$ cat src/rtl/irq_pkg.sv
package irq_pkg;
  localparam int TYPE_W = 8;
  localparam logic [TYPE_W-1:0] NMI_TYPE = 8'd2;
  localparam int ENTRY_BYTES = 4;

  typedef enum logic [1:0] {
    GR_NONE = 2'd0,
    GR_NMI  = 2'd1,
    GR_INTR = 2'd2
  } grant_e;
endpackage

$ cat src/rtl/irq_nmi_detect.sv
module irq_nmi_detect #(
  parameter int SYNC_STAGES = 2,
  parameter int MIN_HIGH    = 2
) (
  input  logic clk,
  input  logic rst_n,
  input  logic nmi_i,
  input  logic clear_i,
  output logic pend_o
);
  localparam int CW = $clog2(MIN_HIGH + 2);
  localparam logic [CW-1:0] SAT  = CW'(MIN_HIGH + 1);
  localparam logic [CW-1:0] QUAL = CW'(MIN_HIGH);

  logic [SYNC_STAGES-1:0] sync_q, sync_d;
  logic [CW-1:0]          cnt_q, cnt_d;
  logic                   pend_q, pend_d;
  logic                   lvl;
  logic                   qualify;

  // synchronizer chain, next state
  generate
    if (SYNC_STAGES == 1) begin : g_one
      always_comb sync_d = nmi_i;
    end else begin : g_many
      always_comb sync_d = {sync_q[SYNC_STAGES-2:0], nmi_i};
    end
  endgenerate

  always_comb begin
    lvl = sync_q[SYNC_STAGES-1];
    if (!lvl) begin
      cnt_d = '0;
    end else if (cnt_q == SAT) begin
      cnt_d = cnt_q;
    end else begin
      cnt_d = cnt_q + 1'b1;
    end
    // fires once, in the cycle the high width exceeds MIN_HIGH
    qualify = lvl && (cnt_q == QUAL);
    // a new event wins over the clear of the same cycle
    pend_d  = qualify | (pend_q & ~clear_i);
  end

  always_ff @(posedge clk or negedge rst_n) begin
    if (!rst_n) begin
      sync_q <= '0;
      cnt_q  <= '0;
      pend_q <= 1'b0;
    end else begin
      sync_q <= sync_d;
      cnt_q  <= cnt_d;
      pend_q <= pend_d;
    end
  end

  assign pend_o = pend_q;

  AST_QUAL_WIDE: assert property (@(posedge clk) disable iff (!rst_n)
    qualify |-> (lvl && $past(lvl)));
  AST_PEND_CLEARED: assert property (@(posedge clk) disable iff (!rst_n)
    (clear_i && !qualify) |=> !pend_q);
  AST_PEND_KEPT: assert property (@(posedge clk) disable iff (!rst_n)
    (pend_q && !clear_i) |=> pend_q);
  AST_ONE_PER_HIGH: assert property (@(posedge clk) disable iff (!rst_n)
    (qualify && lvl) |=> !qualify);
endmodule

$ cat src/rtl/irq_arbiter.sv
module irq_arbiter
  import irq_pkg::*;
#(
  parameter int TW = TYPE_W
) (
  input  logic          clk,
  input  logic          rst_n,
  input  logic          pend_i,
  input  logic          intr_i,
  input  logic          ie_i,
  input  logic          boundary_i,
  input  logic          block_i,
  input  logic [TW-1:0] ack_type_i,
  output logic          grant_nmi_o,
  output logic          take_nmi_o,
  output logic          take_intr_o,
  output logic [TW-1:0] type_o
);
  logic          intr_q;
  grant_e        grant;
  logic          open_win;
  logic          tn_q, ti_q;
  logic [TW-1:0] type_q, type_d;

  always_comb begin
    open_win = boundary_i & ~block_i;
    grant    = GR_NONE;
    if (open_win) begin
      if (pend_i) begin
        grant = GR_NMI;
      end else if (intr_q && ie_i) begin
        grant = GR_INTR;
      end
    end
    unique case (grant)
      GR_NMI:  type_d = TW'(NMI_TYPE);
      GR_INTR: type_d = ack_type_i;
      default: type_d = type_q;
    endcase
  end

  always_ff @(posedge clk or negedge rst_n) begin
    if (!rst_n) begin
      intr_q <= 1'b0;
      tn_q   <= 1'b0;
      ti_q   <= 1'b0;
      type_q <= '0;
    end else begin
      intr_q <= intr_i;
      tn_q   <= (grant == GR_NMI);
      ti_q   <= (grant == GR_INTR);
      type_q <= type_d;
    end
  end

  assign grant_nmi_o = (grant == GR_NMI);
  assign take_nmi_o  = tn_q;
  assign take_intr_o = ti_q;
  assign type_o      = type_q;

  AST_TAKE_EXCL: assert property (@(posedge clk) disable iff (!rst_n)
    !(tn_q && ti_q));
  AST_NMI_FIRST: assert property (@(posedge clk) disable iff (!rst_n)
    ti_q |-> !$past(pend_i));
  AST_INTR_MASK: assert property (@(posedge clk) disable iff (!rst_n)
    ti_q |-> $past(ie_i));
endmodule

$ cat src/rtl/irq_vector.sv
module irq_vector #(
  parameter int TW          = 8,
  parameter int ENTRY_BYTES = 4
) (
  input  logic [TW-1:0]                        type_i,
  output logic [TW+$clog2(ENTRY_BYTES)-1:0]    addr_o
);
  localparam int SH = $clog2(ENTRY_BYTES);
  localparam int AW = TW + SH;

  always_comb begin
    addr_o = AW'(type_i) << SH;
  end
endmodule

$ cat src/rtl/irq_front.sv
module irq_front
  import irq_pkg::*;
#(
  parameter int SYNC_STAGES = 2,
  parameter int MIN_HIGH    = 2
) (
  input  logic       clk,
  input  logic       rst_n,
  input  logic       nmi_i,
  input  logic       intr_i,
  input  logic       ie_flag_i,
  input  logic       boundary_i,
  input  logic       nmi_block_i,
  input  logic [7:0] ack_type_i,
  output logic       take_nmi_o,
  output logic       take_intr_o,
  output logic [7:0] int_type_o,
  output logic [9:0] vec_addr_o
);
  logic pend;
  logic grant_nmi;

  irq_nmi_detect #(
    .SYNC_STAGES(SYNC_STAGES),
    .MIN_HIGH   (MIN_HIGH)
  ) u_nmi (
    .clk    (clk),
    .rst_n  (rst_n),
    .nmi_i  (nmi_i),
    .clear_i(grant_nmi),
    .pend_o (pend)
  );

  irq_arbiter #(
    .TW(TYPE_W)
  ) u_arb (
    .clk        (clk),
    .rst_n      (rst_n),
    .pend_i     (pend),
    .intr_i     (intr_i),
    .ie_i       (ie_flag_i),
    .boundary_i (boundary_i),
    .block_i    (nmi_block_i),
    .ack_type_i (ack_type_i),
    .grant_nmi_o(grant_nmi),
    .take_nmi_o (take_nmi_o),
    .take_intr_o(take_intr_o),
    .type_o     (int_type_o)
  );

  irq_vector #(
    .TW         (TYPE_W),
    .ENTRY_BYTES(ENTRY_BYTES)
  ) u_vec (
    .type_i(int_type_o),
    .addr_o(vec_addr_o)
  );

  AST_WINDOW_ONLY: assert property (@(posedge clk) disable iff (!rst_n)
    (take_nmi_o || take_intr_o) |-> $past(boundary_i && !nmi_block_i));
  AST_NMI_TYPE: assert property (@(posedge clk) disable iff (!rst_n)
    take_nmi_o |-> (int_type_o == 8'd2 && vec_addr_o == 10'd8));
  AST_SINGLE_NMI: assert property (@(posedge clk) disable iff (!rst_n)
    take_nmi_o |=> !take_nmi_o);
  AST_INTR_TYPE: assert property (@(posedge clk) disable iff (!rst_n)
    take_intr_o |-> (int_type_o == $past(ack_type_i)));
endmodule

$ cat config.mk
export PLATFORM = sky130hd
export DESIGN_NAME = irq_front
export DESIGN_NICKNAME = d
export VERILOG_FILES = /design/src/rtl/irq_pkg.sv /design/src/rtl/irq_nmi_detect.sv /design/src/rtl/irq_arbiter.sv /design/src/rtl/irq_vector.sv /design/src/rtl/irq_front.sv
export SDC_FILE = /design/constraint.sdc
export NUM_CORES = 1
export LEC_CHECK = 0
export BUFFER_PORTS_ARGS = -buffer_cell sky130_fd_sc_hd__buf_2
export CORE_MARGIN = 4
export CORE_UTILIZATION = 38
export DETAILED_ROUTE_END_ITERATION = 10
export PLACE_DENSITY = 0.72
export SYNTH_ARGS = -nofsm -noshare
export SYNTH_HDL_FRONTEND = slang
export SYNTH_SLANG_ARGS = --single-unit
$ cat constraint.sdc
create_clock -name clk -period 0.9 [get_ports clk]
set_input_delay 0.045 -clock clk [delete_from_list [all_inputs] [get_ports clk]]
set_output_delay 0.045 -clock clk [all_outputs]
set_load 0.01 [all_outputs]
==> results.yml <==
drt:
  firstDrtPassIters: 2
  postRouteAntennaNets: 0
  wl_per_cell_um: 12.9
  route.met2.wl_um: 910
  routed.top_layer: "met4"
  detail_route.iter0.violations: 3
  wl_met1_um: 565
  drc_errors: 0
  num_vias: 532
  wl_met3_um: 90
  via_per_inst: 4.33
  wl_mm: 1.59
worst_setup_path:
  cp_max_fo: 5
  crit_start: "u_arb.intr_q"
  start_kind: "flip-flop"
  cp.required_ns: 1.13
  arrival_ns: 1.25
  criticalPathCategory: "flip-flop to flip-flop"
  worstSetupEndpointType: "flip-flop"
  reg2reg_from: "u_arb.intr_q"
timing:
  skew_ns: 0.00331
  clock.fmax_ghz: 0.976
  slew_violations: 0
  final.min_clock_period_ns: 1.02
  hold_viol: 0
  timing.final.ws_setup_ns: -0.125
  rsz0062_at_grt: "true"
  holdWs_ns: 0.0438
  fin_crit_sh: 1.14
  setup_viol: 11
  fin_tns_setup_ns: -1.15
placed_design:
  dp_hpwl_um: 949
  gp_congestion: 0.657
  place.port_buffers: 32
pwr:
  power.density_nw_per_um2: 2140
  ir_drop_mv: 1.27
  finalPower_mw: 2.21
  p_leak_nw: 0.565
logic_synthesis:
  ys_ff_latch: 16
  post-synth-top-count-cell: "dfrtp_1"
  synth.top_cell.area_share: 0.594
  yosys-top-cells-area: "dfrtp_1 (59%), buf_4 (11%), a22o_1 (9.1%)"
  netlist_area_sq_um: 674
  yosys.area.top_type: "dfrtp_1"
  avgSynthCellArea_sq_um: 13.0
  synth-async-reset-ratio: 1.00
  synth.yosys.seq_area_share: 0.594
  synthCells: 52
  synth_cell_type_count: 16
  synth_flop_cell: "dfrtp_1"
  synth_edf_count: 0
  synth_commonest_cells: "dfrtp_1 (16), buf_4 (10), a22o_1 (7)"
  yosys_warnings: 0
floorplanning:
  core_region_area_sq_um: 1590
  die_area_sq_um: 2510
  io_pins: 35
  die_w_um: 50.1
  die_h_um: 50.1
  rows: 14
  start_util: 0.423
clocking:
  htree_levels: 1
  clk_latency_ns: 0.28
  clockBufferDepth: 2
  cts_tree: "done"
  cts_sinks: 16
  cts_buffers: 3
  cts-root-buf: "clkbuf_4"
  clk_pin_slew_ns: 0.09
layout:
  drive_gt1_frac: 0.525
  num_antenna_cells: 0
  synthToLayoutAreaGrowth_pct: 53.1
  nets: 117
global_routing:
  grt_max_degree: 17
  grt_pass1_vias: 529
  grt_usage: 0.127
  antenna_found_initial: 0
  grt_overflow: 0
  grt_first_pass_wirelength_mm: 2.43
outcome:
  violations: "negative setup slack"
  outcome: "finished with violations"
worst_hold_path:
  hold_path_class: "primary input to flip-flop"
  hold_start: "boundary_i"
flow_run:
  maxCapViolations: 0
critical path: stages, from the launching register on:
cell and delay, ns:
dfrtp_1 0.36, nand2_2 0.08, nor3_4 0.24, buf_6 0.15
a22o_1 0.14
routing by layer:
layer	up-vias	GRT usage
li1	257	-
met1	252	0.134
met2	21	0.235
met3	2	0.0301
met4	0	0.0553
met5	-	0
layout by cell type (no fill, tap or decap), types with 2 or more instances in the layout:
master         Yosys  routed
a22o_1             7       7
and2_1             2       2
buf_2              0      31
buf_4             10       7
buf_6              0       3
clkbuf_4           0       3
conb_1             1       2
dfrtp_1           16      16
dlygate4sd3_1      0      11
inv_1              4       3
kinds of logic (layout without fill, tap and decap cells):
| logic type | after synthesis | count (layout) | synth area share |
|---|---|---|---|
| AO/OA/AOI/OAI | 11 | 11 | 0.137 |
| other | 1 | 2 | 0.00556 |
| XOR/XNOR | 1 | 1 | 0.0130 |
| flip-flops | 16 | 16 | 0.594 |
| adder cells (fa/ha/maj) | 2 | 2 | 0.0371 |
| buffers and inverters | 14 | 60 | 0.134 |
| AND/OR/NAND/NOR | 7 | 7 | 0.0798 |
state kept, by name (all words and copies together), names as in the netlist:
| name | cells |
|---|---|
| u_arb.type_o | 8 |
| u_nmi.cnt_q | 2 |
| u_nmi.sync_q | 2 |
| u_arb.intr_q | 1 |
| u_arb.take_intr_o | 1 |
| u_arb.take_nmi_o | 1 |
| u_nmi.pend_o | 1 |
path summary, 6_finish.rpt:
kind,cells past startpoint,end,slack (ns)
worst min-delay path,3,u_arb.take_nmi_o,0.04
worst max register to register,4,u_arb.type_o[7],-0.12
worst max-delay path,4,u_arb.type_o[7],-0.12
max in group asynchronous,2,u_arb.type_o[5],0.46
worst min register to register,0,u_nmi.sync_q[1],0.36
min in group asynchronous,2,u_arb.type_o[7],0.19
cell type report:
| cell class | count | area [sq um] |
|---|---|---|
| inverter | 4 | 15.0 |
| multi-input combinational | 23 | 199 |
| clock buffer | 4 | 36.3 |
| sequential | 16 | 400 |
| tap | 24 | 30.0 |
| fill | 121 | 562 |
| timing repair buffer | 52 | 352 |
repair_timing:
action	CTS	global route
setup endpoints to repair	12	26
pin swaps	3	5
hold buffers	11	0
buffers inserted	3	5
endpoints found under the hold margin	26	0
gates resized for setup	3	1
report_power, final:
| group | total, mW | internal (mW) | switching (mW) |
|---|---|---|---|
| clock network | 0.470 | 0.246 | 0.224 |
| registers | 0.980 | 0.862 | 0.118 |
| logic | 0.762 | 0.432 | 0.331 |
| total | 2.21 | 1.54 | 0.673 |
per-stage QoR:
stage           util  std cells  cell area [sq um]  setup WS, ns
6_report       0.648        123               1030        -0.125
5_1_grt        0.648        123               1030        -0.180
4_1_cts        0.620        118                988        -0.128
3_5_place_dp   0.508        100                810        -0.164
3_3_place_gp   0.508        100                810        -0.129
2_1_floorplan      -         53                687       -0.0528
Power figures use the tool's default switching activity.
